File: src/rtl/spec_tpg_pkg.sv
package spec_tpg_pkg;
  typedef enum logic [1:0] {
    WGT_OFF   = 2'd0,
    WGT_HALF  = 2'd1,
    WGT_QUART = 2'd2,
    WGT_3QUAR = 2'd3
  } wgt_e;
endpackage

File: src/rtl/spec_walsh_gen.sv
module spec_walsh_gen #(
  parameter int N_IN  = 8,
  parameter int HAD_W = 4
) (
  input  logic                    clk_i,
  input  logic                    rst_ni,
  input  logic                    ld_i,
  input  logic [HAD_W-1:0]        ld_val_i,
  input  logic                    shift_i,
  input  logic                    shift_in_i,
  input  logic                    adv_i,
  input  logic [N_IN*HAD_W-1:0]   sel_i,
  output logic                    msb_o,
  output logic [N_IN-1:0]         walsh_o
);
  logic [HAD_W-1:0] cnt_q;

  always_ff @(posedge clk_i or negedge rst_ni) begin
    if (!rst_ni)      cnt_q <= '0;
    else if (ld_i)    cnt_q <= ld_val_i;
    else if (shift_i) cnt_q <= {cnt_q[HAD_W-2:0], shift_in_i};
    else if (adv_i)   cnt_q <= cnt_q + 1'b1;
  end

  assign msb_o = cnt_q[HAD_W-1];

  for (genvar j = 0; j < N_IN; j++) begin : g_walsh
    // Walsh row index selects which counter bits fold into the parity
    assign walsh_o[j] = ^(cnt_q & sel_i[j*HAD_W +: HAD_W]);
  end
endmodule

File: src/rtl/spec_lfsr.sv
module spec_lfsr #(
  parameter int                 LFSR_W  = 16,
  parameter logic [LFSR_W-1:0]  TAPS    = 16'hD008,
  parameter logic [LFSR_W-1:0]  RST_VAL = 16'h0001
) (
  input  logic              clk_i,
  input  logic              rst_ni,
  input  logic              ld_i,
  input  logic [LFSR_W-1:0] ld_val_i,
  input  logic              shift_i,
  input  logic              shift_in_i,
  input  logic              adv_i,
  output logic [LFSR_W-1:0] lfsr_o,
  output logic              msb_o
);
  logic [LFSR_W-1:0] q;
  logic              fb;

  assign fb = ^(q & TAPS);

  always_ff @(posedge clk_i or negedge rst_ni) begin
    if (!rst_ni)      q <= RST_VAL;
    else if (ld_i)    q <= ld_val_i;
    else if (shift_i) q <= {q[LFSR_W-2:0], shift_in_i};
    else if (adv_i)   q <= {q[LFSR_W-2:0], fb};
  end

  assign lfsr_o = q;
  assign msb_o  = q[LFSR_W-1];
endmodule

File: src/rtl/spec_randomizer.sv
module spec_randomizer
  import spec_tpg_pkg::*;
#(
  parameter int N_IN   = 8,
  parameter int LFSR_W = 16
) (
  input  logic [N_IN-1:0]   walsh_i,
  input  logic [LFSR_W-1:0] lfsr_i,
  input  logic [2*N_IN-1:0] wgt_i,
  output logic [N_IN-1:0]   pat_o
);
  for (genvar j = 0; j < N_IN; j++) begin : g_rnd
    localparam int TA = j % LFSR_W;
    localparam int TB = (j + LFSR_W/2) % LFSR_W;
    wgt_e code;
    logic noise;
    assign code = wgt_e'(wgt_i[2*j +: 2]);
    always_comb begin
      unique case (code)
        WGT_HALF:  noise = lfsr_i[TA];
        WGT_QUART: noise = lfsr_i[TA] & lfsr_i[TB];
        WGT_3QUAR: noise = lfsr_i[TA] | lfsr_i[TB];
        default:   noise = 1'b0;
      endcase
    end
    assign pat_o[j] = walsh_i[j] ^ noise;
  end
endmodule

File: src/rtl/spec_seed_ctrl.sv
module spec_seed_ctrl #(
  parameter int SEED_W = 20,
  parameter int HOLD_W = 3
) (
  input  logic              clk_i,
  input  logic              rst_ni,
  input  logic              seed_load_i,
  input  logic              par_sel_i,
  input  logic              scan_stb_i,
  input  logic [HOLD_W-1:0] hold_len_i,
  output logic              par_ld_o,
  output logic              shift_o,
  output logic              tick_o,
  output logic              busy_o
);
  localparam int CW = $clog2(SEED_W);

  logic              busy_q;
  logic [CW-1:0]     bcnt_q;
  logic [HOLD_W-1:0] div_q;
  logic              accept, ser_start, ser_done;

  assign accept    = seed_load_i & ~busy_q;
  assign par_ld_o  = accept & par_sel_i;
  assign ser_start = accept & ~par_sel_i;
  assign shift_o   = busy_q & scan_stb_i;
  assign ser_done  = shift_o & (bcnt_q == CW'(SEED_W-1));
  // load has priority over a due tick
  assign tick_o    = ~busy_q & ~accept & (div_q >= hold_len_i);
  assign busy_o    = busy_q;

  always_ff @(posedge clk_i or negedge rst_ni) begin
    if (!rst_ni) begin
      busy_q <= 1'b0;
      bcnt_q <= '0;
    end else if (ser_start) begin
      busy_q <= 1'b1;
      bcnt_q <= '0;
    end else if (shift_o) begin
      if (ser_done) busy_q <= 1'b0;
      bcnt_q <= bcnt_q + 1'b1;
    end
  end

  always_ff @(posedge clk_i or negedge rst_ni) begin
    if (!rst_ni)                        div_q <= '0;
    else if (accept | busy_q | tick_o)  div_q <= '0;
    else                                div_q <= div_q + 1'b1;
  end
endmodule

File: src/rtl/spec_tpg.sv
module spec_tpg #(
  parameter int                 N_IN   = 8,
  parameter int                 HAD_W  = 4,
  parameter int                 LFSR_W = 16,
  parameter int                 HOLD_W = 3,
  parameter logic [LFSR_W-1:0]  TAPS   = 16'hD008,
  localparam int                SEED_W = HAD_W + LFSR_W
) (
  input  logic                  clk_i,
  input  logic                  rst_ni,
  input  logic                  mode_i,
  input  logic [HOLD_W-1:0]     hold_len_i,
  input  logic [N_IN*HAD_W-1:0] sel_i,
  input  logic [2*N_IN-1:0]     wgt_i,
  input  logic                  seed_load_i,
  input  logic                  par_sel_i,
  input  logic [SEED_W-1:0]     seed_i,
  input  logic                  scan_stb_i,
  input  logic                  scan_si_i,
  output logic                  scan_so_o,
  output logic                  busy_o,
  output logic [N_IN-1:0]       pat_o
);
  logic              par_ld, shift, tick, adv;
  logic              lfsr_msb;
  logic [LFSR_W-1:0] lfsr;
  logic [N_IN-1:0]   walsh, rnd;
  logic [N_IN-1:0]   pat_q;

  spec_seed_ctrl #(.SEED_W(SEED_W), .HOLD_W(HOLD_W)) u_ctrl (
    .clk_i, .rst_ni, .seed_load_i, .par_sel_i, .scan_stb_i, .hold_len_i,
    .par_ld_o(par_ld), .shift_o(shift), .tick_o(tick), .busy_o(busy_o)
  );

  assign adv = tick & mode_i;

  // chain: scan_si -> lfsr -> counter -> scan_so
  spec_lfsr #(.LFSR_W(LFSR_W), .TAPS(TAPS)) u_lfsr (
    .clk_i, .rst_ni,
    .ld_i(par_ld), .ld_val_i(seed_i[LFSR_W-1:0]),
    .shift_i(shift), .shift_in_i(scan_si_i), .adv_i(adv),
    .lfsr_o(lfsr), .msb_o(lfsr_msb)
  );

  spec_walsh_gen #(.N_IN(N_IN), .HAD_W(HAD_W)) u_walsh (
    .clk_i, .rst_ni,
    .ld_i(par_ld), .ld_val_i(seed_i[SEED_W-1 -: HAD_W]),
    .shift_i(shift), .shift_in_i(lfsr_msb), .adv_i(adv),
    .sel_i, .msb_o(scan_so_o), .walsh_o(walsh)
  );

  spec_randomizer #(.N_IN(N_IN), .LFSR_W(LFSR_W)) u_rnd (
    .walsh_i(walsh), .lfsr_i(lfsr), .wgt_i, .pat_o(rnd)
  );

  always_ff @(posedge clk_i or negedge rst_ni) begin
    if (!rst_ni)   pat_q <= '0;
    else if (tick) pat_q <= rnd;
  end

  assign pat_o = pat_q;
endmodule

File: config.mk
export PLATFORM = sky130hd
export DESIGN_NAME = spec_tpg
export DESIGN_NICKNAME = d
export VERILOG_FILES = /design/src/rtl/spec_tpg_pkg.sv /design/src/rtl/spec_walsh_gen.sv /design/src/rtl/spec_lfsr.sv /design/src/rtl/spec_randomizer.sv /design/src/rtl/spec_seed_ctrl.sv /design/src/rtl/spec_tpg.sv
export SDC_FILE = /design/constraint.sdc
export NUM_CORES = 1
export LEC_CHECK = 0
export BUFFER_PORTS_ARGS = -buffer_cell sky130_fd_sc_hd__buf_2
export CELL_PAD_IN_SITES_DETAIL_PLACEMENT = 0
export CELL_PAD_IN_SITES_GLOBAL_PLACEMENT = 1
export CORE_UTILIZATION = 35
export DETAILED_ROUTE_END_ITERATION = 16
export PLACE_DENSITY_LB_ADDON = 0.1
export SLEW_MARGIN = 0
export SYNTH_ARGS = -nofsm -noshare
export SYNTH_HDL_FRONTEND = slang
export SYNTH_HIERARCHICAL = 1
export SYNTH_SLANG_ARGS = --single-unit
File: constraint.sdc
create_clock -name clk_i -period 6.7 [get_ports clk_i]
set_clock_uncertainty 0.05 [all_clocks]
set_input_delay 0.67 -clock clk_i [delete_from_list [all_inputs] [get_ports clk_i]]
set_output_delay 0.67 -clock clk_i [all_outputs]
set_load 0.01 [all_outputs]
==> results of run 1 <==
==> report_power, final <==
| group | switching [mW] | leakage (nW) | internal, mW | total [mW] |
|---|---|---|---|---|
| Combinational | 0.273 | 0.901 | 0.310 | 0.584 |
| Sequential | 0.142 | 0.422 | 0.316 | 0.458 |
| Clock | 0.0833 | 0.0552 | 0.111 | 0.194 |
==> placed cells by master (no fill, tap or decap), types with 2 or more instances in the layout <==
cell type / netlist / final
a22o_1: 8 / 8
clkbuf_8: 0 / 5
nand3_1: 2 / 2
o21ai_1: 4 / 4
o21ai_2: 8 / 8
nor4_1: 2 / 2
dfrtp_1: 36 / 36
o211ai_1: 2 / 2
xor2_1: 12 / 12
a21oi_1: 4 / 4
mux2i_1: 17 / 17
nand2_1: 41 / 41
mux2_4: 8 / 8
xnor2_1: 27 / 27
nand4_1: 2 / 2
ha_1: 6 / 6
a21o_1: 2 / 2
nor2_2: 14 / 14
nor2_1: 4 / 4
buf_2: 2 / 87
nor2b_1: 3 / 3
nor3b_2: 1 / 2
a21oi_2: 15 / 15
inv_1: 4 / 4
o31ai_1: 3 / 3
==> metal layers <==
metal | global-route usage (%) | up-vias | wire [um] | part of all wire [%]
li1 | - | 1037 | - | -
met1 | 21.9 | 947 | 2870 | 48
met2 | 25.8 | 65 | 2700 | 45
met3 | 3.36 | 9 | 327 | 5.4
met4 | 6.45 | 0 | 121 | 2.0
met5 | 0 | - | 0 | 0
==> worst max-delay path: cells and delay by family <==
kind | cells | cell delay, ns
simple gates | 5 | 1.83
compound gates | 2 | 0.33
fa+ha+maj | 1 | 0.28
buf+inv | 2 | 0.10
==> flip-flops by register name, summed over array words and instances, names as in the netlist <==
| name | flops |
|---|---|
| pat_o | 8 |
| u_ctrl/bcnt_q | 5 |
| u_ctrl/busy_o | 1 |
| u_lfsr/lfsr_o | 16 |
| u_ctrl/div_q | 3 |
| u_walsh/cnt_q | 4 |
==> worst max path at each step <==
stage	to	slack (ns)	depth (start not counted)
after floorplan	u_lfsr/lfsr_o[5]$_DFFE_PN0P_	4.15	11
after global placement	u_lfsr/lfsr_o[2]$_DFFE_PN0P_	3.41	10
after detailed placement	u_lfsr/lfsr_o[14]$_DFFE_PN0P_	3.29	10
after CTS	u_lfsr/lfsr_o[14]$_DFFE_PN0P_	3.59	10
after global routing	u_lfsr/lfsr_o[13]$_DFFE_PN0P_	3.38	10
final	u_lfsr/lfsr_o[14]$_DFFE_PN0P_	3.62	10
==> per-stage QoR <==
step	instances	util [%]
floorplan	256	-
global placement	429	42.1
detailed placement	429	42.1
CTS	437	43.6
global route	437	43.6
finish	437	43.6
==> layout make-up <==
type                    count  area share, %
multi-input cells         202           49.1
flip-flops and latches     37           29.3
repair buffers             87           13.8
well taps                  99           3.92
clock buffers               6           2.29
clock inverters             2           1.11
inverters                   4          0.475
==> cells by family after synthesis <==
group | after synthesis | share of synthesized area, %
AOI/OAI and AO/OA | 49 | 15.2
xor gates and xnor gates | 39 | 13.1
adders and majority gates | 6 | 2.87
buffers and inverters | 17 | 5.27
DFF | 37 | 35.5
muxes | 26 | 11.5
and+or+nand+nor | 82 | 16.6
==> metrics.yaml, run 1 <==
worst_setup_path:
  start_kind: "input pin"
  crit_start: "hold_len_i[2]"
  r2r-end: "u_lfsr/lfsr_o[14]$_DFFE_PN0P_"
  arrival_ns: 3.25
  ff2ff_path_depth: 9
  r2r_setup_slack_ns: 3.69
  worstPathCellList: "buf_2 > inv_1 > ha_1 > nand2_1 > o21ai_1 > nor3b_2 > and2_2 > or3_4 > nor2_2 > a21oi_2"
  critPathCaptureType: "register"
  critPathKind: "input pin to register"
  critPathMaxFanout: 30
  cp_slowest_cell: "nor3b_2"
  worstPathRequired_ns: 6.87
  crit_path_max_incr_delay_ns: 0.84
  reg2reg_from: "u_ctrl/div_q[0]$_DFF_PN0_"
floorplanning:
  die_x_um: 88.4
  die-area_um2: 7820
  start_util_pct: 36.0
  die_h_um: 88.4
  coreArea_um2: 7250
  ios: 88
  rows: 31
detailed_routing:
  wl_per_cell_um: 13.8
  firstDrtPassIters: 4
  drcViolationCount: 0
  first_iter_violations: 45
  ant_nets: 0
  wirelength_mm: 6.02
  routed_via_density: 4.71
  vias: 2058
power:
  p_leak_nw: 1.38
  powerDensity_nw_per_um2: 390
  peakVddDrop_mv: 0.162
  p_total_mw: 1.24
clocking:
  ctsHoldBuffers: 0
  clockRootBuffer: "clkbuf_8"
  cts.path.max_buffers: 2
  clock_sinks: 37
  cts_made_buffers: 5
  cts_tree: "built"
  clk_latency_ns: 0.30
  path_clk_slew_ns: 0.09
  ctsResizeCount: 0
  cts_max_level: 2
  postCtsSetupBuffers: 0
grt:
  antenna_found_initial: 0
  grtUsageTotal_pct: 16.3
  grt_max_degree: 38
  grt_pass1_wl_mm: 9.45
  grt_overflow_total: 0
  grt_pass1_vias: 1930
yosys:
  yosysMostFrequentCell: "nand2_1"
  ys_seq_elements: 37
  netlist.area_leader.share_pct: 34.5
  yosysWarnings: 6
  syn-cell-area_um2: 2610
  ys_seq_area_share_pct: 35.5
  synth_top_flop_cell: "dfrtp_1"
  syn_inst: 256
  syn_area_per_cell_um2: 10.2
  yosys.cell_types.count: 43
  yosys-top-cells-area: "dfrtp_1, xnor2_1, mux2i_1"
  synth-edff-count: 0
  async_flop_share_pct: 100
  synth_top_area_cell: "dfrtp_1"
  yosys-top-cells-count: "nand2_1, dfrtp_1, xnor2_1, mux2i_1, a21oi_2"
  synth_fp_nets: 340
layout:
  nFillCells: 743
  stdcell_area_um2: 3160
  drive_above_1_share_pct: 44.1
  syn_to_final_growth_pct: 21.0
  final-seq-area_um2: 927
  multi_input_area_um2: 1550
  diodes: 0
  finalNetCount: 421
sta:
  fin_crit_sh_pct: 45.9
  hold_viol: 0
  final_max_slew_viol_count: 0
  holdWs_ns: 0.421
  tns_ns: 0
  worst_slack_ns: 3.62
  setup_viol: 0
  fin_crit_ns: 3.08
  rsz0062_at_grt: "no"
  max_freq_ghz: 0.325
  worstMarginPinSlew_ns: 0.983
  maxSlewHeadroom_pct: 34.2
run:
  maxCapViolations: 0
placement:
  portBuffers: 87
  routabilityCongestion: 0.754
  place_area_um2: 3060
  dp_slack_ns: 3.29
  place_hpwl_mm: 4.50
hold_path:
  hold_path.class: "input pin to async pin"
run_status:
  status: "complete, no violations"
Power figures use the tool's default switching activity.
==> inputs of run 2 (changes only) <==
Clock period 6.7 ns to 3.18 ns, I/O delays scaled along.
==> metrics.yaml, run 2 (synthesis gave the netlist of run 1 again) <==
power:
  pwr-share-clk_pct: 16.3  # was 15.7%
  p_total_mw: 2.59  # was 1.24 mW
  seqPwrFrac_pct: 36.9  # was 37.1%
  peakVddDrop_mv: 0.318  # was 0.162 mV
  intPower_mw: 1.58  # was 0.737 mW
  power_frac_comb_pct: 46.8  # was 47.3%
  p_leak_nw: 1.39  # was 1.38 nW
  powerDensity_nw_per_um2: 812  # was 390 nW/um2
  switchingPower_mw: 1.01  # was 0.499 mW
  switching_share_pct: 39.1  # was 40.4%
worst_setup_path:
  start_kind: "register"  # was input pin
  critPathKind: "register to register"  # was input pin to register
  critPathMaxFanout: 30  # unchanged
  arrival_ns: 2.47  # was 3.25 ns
  cp_slowest_cell: "or3_4"  # was nor3b_2
  worstPathRequired_ns: 3.29  # was 6.87 ns
  r2r_setup_slack_ns: 0.82  # was 3.69 ns
  crit_path_max_incr_delay_ns: 0.56  # was 0.84 ns
  worstPathCellList: "ha_1 > a21oi_1 > o21ai_1 > nor3b_2 > and2_2 > or3_4 > nor2_2 > a21oi_2"  # was buf_2 > inv_1 > ha_1 > nand2_1 > o21ai_1 > nor3b_2 > and2_2 > or3_4 > nor2_2 > a21oi_2
  critPathCaptureType: "register"  # unchanged
grt:
  grt_pass1_vias: 1966  # was 1930
  antenna_found_initial: 1  # was 0
  grt_overflow_total: 0  # unchanged
  met2_usage_pct: 26.9  # was 25.8%
  grt_pass1_wl_mm: 9.36  # was 9.45 mm
  grtUsageTotal_pct: 16.1  # was 16.3%
  use_met3_pct: 4.94  # was 3.36%
  grt_use_met1_pct: 20.2  # was 21.9%
  grt_max_degree: 38  # unchanged
  grt.busiest_layer: "met2"  # unchanged
placement:
  place_area_um2: 3070  # was 3060 um2
  portBuffers: 87  # unchanged
  place_hpwl_mm: 4.54  # was 4.50 mm
  routabilityCongestion: 0.785  # was 0.754
  dp_cells: 431  # was 429
  dp_slack_ns: 0.773  # was 3.29 ns
detailed_routing:
  wirelength_mm: 5.91  # was 6.02 mm
  drcViolationCount: 0  # unchanged
  firstDrtPassIters: 4  # unchanged
  vias: 2042  # was 2058
  routed_via_density: 4.64  # was 4.71
  ant_nets: 0  # unchanged
  first_iter_violations: 96  # was 45
  wl_per_cell_um: 13.4  # was 13.8 um
sta:
  hold_viol: 0  # unchanged
  tns_ns: 0  # unchanged
  worstMarginPinSlew_ns: 0.842  # was 0.983 ns
  worst_slack_ns: 0.816  # was 3.62 ns
  setup_viol: 0  # unchanged
  fin_crit_ns: 2.36
  final_max_slew_viol_count: 0  # unchanged
  rsz0062_at_grt: "no"  # unchanged
  fin_crit_sh_pct: 74.3
  maxSlewHeadroom_pct: 43.8  # was 34.2%
  max_freq_ghz: 0.423
  holdWs_ns: 0.0773  # was 0.421 ns
clocking:
  clock_sinks: 37  # unchanged
  cts_made_buffers: 5  # unchanged
  clk_latency_ns: 0.29  # was 0.30 ns
  postCtsSetupBuffers: 0  # unchanged
  clockRootBuffer: "clkbuf_8"  # unchanged
  ctsResizeCount: 0  # unchanged
  path_clk_slew_ns: 0.07  # was 0.09 ns
  ctsHoldBuffers: 0  # unchanged
  cts_max_level: 2  # unchanged
  cts.path.max_buffers: 2  # unchanged
  cts_tree: "built"  # unchanged
layout:
  nFillCells: 752  # was 743
  layout_commonest_cell: "buf_2"  # unchanged
  largest_register_ff_count: 16  # unchanged
  final_util_pct: 44.0  # was 43.6%
  finalNetCount: 423  # was 421
  fin_cells: 440  # was 437
  final_cell_mix: "buf_2, nand2_1, dfrtp_1"  # unchanged
  drive_above_1_share_pct: 44.4  # was 44.1%
  syn_to_final_growth_pct: 22.0  # was 21.0%
  stdcell_area_um2: 3190  # was 3160 um2
floorplanning:
  coreArea_um2: 7250  # unchanged
  die-area_um2: 7820  # unchanged
  ios: 88  # unchanged
  rows: 31  # unchanged
  die_x_um: 88.4  # unchanged
  die_h_um: 88.4  # unchanged
  start_util_pct: 36.0  # unchanged
run:
  maxCapViolations: 0  # unchanged
hold_path:
  hold_path.class: "input pin to async pin"  # unchanged
run_status:
  status: "complete, no violations"  # unchanged
[run 2: worst paths after layout]
kind | start | endpoint | cells after the start
setup / recovery | u_ctrl/div_q[2]$_DFF_PN0_ | u_lfsr/lfsr_o[7]$_DFFE_PN0P_ | 8
hold / removal | rst_ni | u_ctrl/bcnt_q[3]$_DFFE_PN0P_ | 1
setup reg to reg | u_ctrl/div_q[2]$_DFF_PN0_ | u_lfsr/lfsr_o[7]$_DFFE_PN0P_ | 8
hold reg to reg | u_ctrl/div_q[0]$_DFF_PN0_ | u_ctrl/div_q[0]$_DFF_PN0_ | 1
max in group asynchronous | rst_ni | u_walsh/cnt_q[0]$_DFFE_PN0P_ | 1
min in group clk_i | seed_i[19] | u_walsh/cnt_q[3]$_DFFE_PN0P_ | 3
[run 2: final cells by class]
type                            count  area [um2]  share of cell area, %
Sequential cell                    37         927                   29.1
Inverter                            4        15.0                  0.471
Multi-Input combinational cell    202        1550                   48.7
Clock inverter                      1        30.0                  0.942
Timing Repair Buffer               89         450                   14.1
Clock buffer                        7        86.3                   2.71
Antenna cell                        1        2.50                 0.0785
Tap cell                           99         124                   3.88
[run 2: worst max-delay path, delay by kind of cell (launching register included)]
kind / cells / cell delay, ns
AOI/OAI and AO/OA: 3 / 0.29
adders and majority gates: 1 / 0.29
DFF: 1 / 0.40
and+or+nand+nor: 4 / 1.20
[run 2: power groups by stage]
| stage | Clock [mW] | Combinational (mW) | Sequential (mW) |
|---|---|---|---|
| finish | 0.423 | 1.21 | 0.954 |
| global route | 0.452 | 1.34 | 1.00 |
| CTS | 0.439 | 1.24 | 0.965 |
| detailed placement | 0 | 1.23 | 0.969 |
| global placement | 0 | 1.21 | 0.971 |
| floorplan | 0 | 1.08 | 0.861 |
[run 2: metal layers]
metal  up-vias  routed length (um)
met3         6                 371
li1       1048                   -
met4         0                  58
met5         -                   0
met2        56                2760
met1       932                2720
==> inputs of run 3 (changes only) <==
Settings changed: ABC_AREA from default to 1.
Clock period 3.18 ns to 2.4 ns, I/O delays scaled along.
==> metrics.yaml, run 3 <==
detailed_routing:
  firstDrtPassIters: 4  # unchanged
  first_iter_violations: 75  # was 96
  wl_per_cell_um: 11.0  # was 13.4 um
  wirelength_mm: 7.11  # was 5.91 mm
  drcViolationCount: 0  # unchanged
  routed_via_density: 4.44  # was 4.64
  vias: 2878  # was 2042
  ant_nets: 0  # unchanged
worst_setup_path:
  crit_path_max_incr_delay_ns: 0.40  # was 0.56 ns
  critPathMaxFanout: 30  # unchanged
  worstPathRequired_ns: 2.57  # was 3.29 ns
  start_kind: "register"  # unchanged
  critPathKind: "register to register"  # unchanged
  critPathTopFamily: "compound AO/OA/AOI/OAI gates"  # was simple AND/OR/NAND/NOR gates
  worstPathCellList: "ha_1 > nand2_1 > o21bai_1 > a21boi_0 > nand2_1 > inv_1 > nor3_2 > inv_2 > buf_12 > o211ai_2 > o21ai_2"  # was ha_1 > a21oi_1 > o21ai_1 > nor3b_2 > and2_2 > or3_4 > nor2_2 > a21oi_2
  critPathCaptureType: "register"  # unchanged
  path_buf_inv: 3  # was 0
  crit_top_cell: "nand2_1"
  arrival_ns: 2.13  # was 2.47 ns
  cp_slowest_cell: "dfrtp_1"  # was or3_4
yosys:
  syn_inst: 456  # was 256
  async_flop_share_pct: 100  # unchanged
  syn-cell-area_um2: 3040  # was 2610 um2
  synth_fp_nets: 540  # was 340
  syn_area_per_cell_um2: 6.68  # was 10.2 um2
  synth-edff-count: 0  # unchanged
  synth_top_flop_cell: "dfrtp_1"  # unchanged
  yosys-top-cells-area: "dfrtp_1, nand2_1, inv_1"  # was dfrtp_1, xnor2_1, mux2i_1
  ys_seq_elements: 37  # unchanged
  yosysMostFrequentCell: "nand2_1"  # unchanged
  ys_seq_area_share_pct: 30.5  # was 35.5%
  netlist.area_leader.share_pct: 29.6  # was 34.5%
  yosys-top-cells-count: "nand2_1, inv_1, dfrtp_1, nand3_1, o21ai_0"  # was nand2_1, dfrtp_1, xnor2_1, mux2i_1, a21oi_2
  yosys.cell_types.count: 30  # was 43
  yosysWarnings: 6  # unchanged
  synth_top_area_cell: "dfrtp_1"  # unchanged
layout:
  diodes: 0  # was 1
  largest_register_ff_count: 16  # unchanged
  final_cell_mix: "nand2_1, buf_2, inv_1"  # was buf_2, nand2_1, dfrtp_1
  final-seq-area_um2: 927  # unchanged
  nFillCells: 940  # was 752
  drive_above_1_share_pct: 25.2  # was 44.4%
  multi_input_area_um2: 1730  # was 1550 um2
  finalNetCount: 626  # was 423
  fin_cells: 648  # was 440
  syn_to_final_growth_pct: 20.3  # was 22.0%
  layout_commonest_cell: "nand2_1"  # was buf_2
floorplanning:
  die_h_um: 95.3  # was 88.4 um
  die_x_um: 95.3  # was 88.4 um
  coreArea_um2: 8300  # was 7250 um2
  rows: 33  # was 31
  start_util_pct: 36.7  # was 36.0%
  die-area_um2: 9070  # was 7820 um2
  ios: 88  # unchanged
grt:
  grt_overflow_total: 0  # unchanged
  grt_max_degree: 41  # was 38
  grt_pass1_wl_mm: 11.8  # was 9.36 mm
  grt_pass1_vias: 2616  # was 1966
  antenna_found_initial: 0  # was 1
  grtUsageTotal_pct: 16.9  # was 16.1%
clocking:
  cts_max_level: 2  # unchanged
  path_clk_slew_ns: 0.08  # was 0.07 ns
  clock_sinks: 37  # unchanged
  ctsHoldBuffers: 0  # unchanged
  clk_latency_ns: 0.29  # about the same
  cts_made_buffers: 5  # unchanged
  ctsResizeCount: 0  # unchanged
  clockRootBuffer: "clkbuf_8"  # unchanged
  postCtsSetupBuffers: 0  # unchanged
  cts.path.max_buffers: 2  # unchanged
  cts_tree: "built"  # unchanged
sta:
  hold_viol: 0  # unchanged
  fin_crit_sh_pct: 81.7  # was 74.3%
  max_freq_ghz: 0.510  # was 0.423 GHz
  worstMarginPinSlew_ns: 0.867  # was 0.842 ns
  tns_ns: 0  # unchanged
  rsz0062_at_grt: "no"  # unchanged
  fin_crit_ns: 1.96  # was 2.36 ns
  maxSlewHeadroom_pct: 42.2  # was 43.8%
  final_max_slew_viol_count: 0  # unchanged
  setup_viol: 0  # unchanged
power:
  peakVddDrop_mv: 0.407  # was 0.318 mV
  powerDensity_nw_per_um2: 996  # was 812 nW/um2
  p_leak_nw: 2.07  # was 1.39 nW
placement:
  dp_cells: 640  # was 431
  place_hpwl_mm: 5.54  # was 4.54 mm
  routabilityCongestion: 0.748  # was 0.785
  portBuffers: 87  # unchanged
run:
  maxCapViolations: 0  # unchanged
hold_path:
  hold_path.class: "input pin to async pin"  # unchanged
run_status:
  status: "complete, no violations"  # unchanged
run 3: logic make-up (layout without fill, tap and decap cells):
group	Yosys count	after routing	synth area share, %
compound gates	45	45	9.91
xor+xnor	34	34	11.0
fa+ha+maj	6	6	2.47
buf+inv	86	173	12.8
flops	37	37	30.5
simple gates	248	248	33.3
run 3: area by class of cell:
cell class	count	share of cell area, %
timing repair buffer	91	13.1
clock buffer	7	2.36
tap	105	3.59
multi-input combinational	333	47.3
clock inverter	1	0.820
sequential	37	25.3
inverter	74	7.58
run 3: layer usage:
metal / global-route usage (%) / vias up / part of all wire (%)
li1: - / 1541 / -
met1: 21.5 / 1275 / 46
met2: 29.2 / 54 / 48
met3: 3.11 / 8 / 4.6
met4: 4.29 / 0 / 0.93
met5: 0 / - / 0
run 3: power by group:
group / leakage (nW) / switching, mW / total, mW / internal (mW)
Clock: 0.0585 / 0.231 / 0.570 / 0.339
Combinational: 1.54 / 1.09 / 1.89 / 0.805
Sequential: 0.473 / 0.303 / 1.19 / 0.883
Total: 2.07 / 1.62 / 3.65 / 2.03
run 3: worst paths after layout:
path / startpoint / end / slack [ns] / cells past startpoint
setup / recovery: u_ctrl/div_q[2]$_DFF_PN0_ / u_lfsr/lfsr_o[1]$_DFFE_PN0P_ / 0.44 / 11
hold / removal: rst_ni / pat_o[5]$_DFFE_PN0P_ / 0.009 / 1
setup reg to reg: u_ctrl/div_q[2]$_DFF_PN0_ / u_lfsr/lfsr_o[1]$_DFFE_PN0P_ / 0.44 / 11
hold reg to reg: u_ctrl/div_q[0]$_DFF_PN0_ / u_ctrl/div_q[0]$_DFF_PN0_ / 0.41 / 1
max in group asynchronous: rst_ni / u_ctrl/div_q[2]$_DFF_PN0_ / 1.74 / 1
min in group clk_i: seed_i[17] / u_walsh/cnt_q[1]$_DFFE_PN0P_ / 0.12 / 3
run 3: worst register-to-register path, stage by stage (launching register included):
cell	delay (ns)
dfrtp_1	0.40
ha_1	0.30
nand2_1	0.05
o21bai_1	0.16
a21boi_0	0.26
nand2_1	0.09
inv_1	0.10
nor3_2	0.06
inv_2	0.09
buf_12	0.19
o211ai_2	0.11
o21ai_2	0.06
run 3: per-stage QoR:
stage | setup WS (ns) | power [mW] | instance area (um2) | hold WS [ns] | util (%)
2_1_floorplan | 0.434 | 2.70 | 3040 | -0.106 | -
3_3_place_gp | 0.457 | 3.09 | 3550 | 0.370 | 42.7
3_5_place_dp | 0.390 | 3.12 | 3550 | 0.359 | 42.7
4_1_cts | 0.379 | 3.70 | 3660 | 0.0355 | 44.1
5_1_grt | 0.253 | 4.06 | 3660 | 0.0693 | 44.1
6_report | 0.440 | 3.65 | 3660 | 0.00877 | 44.1
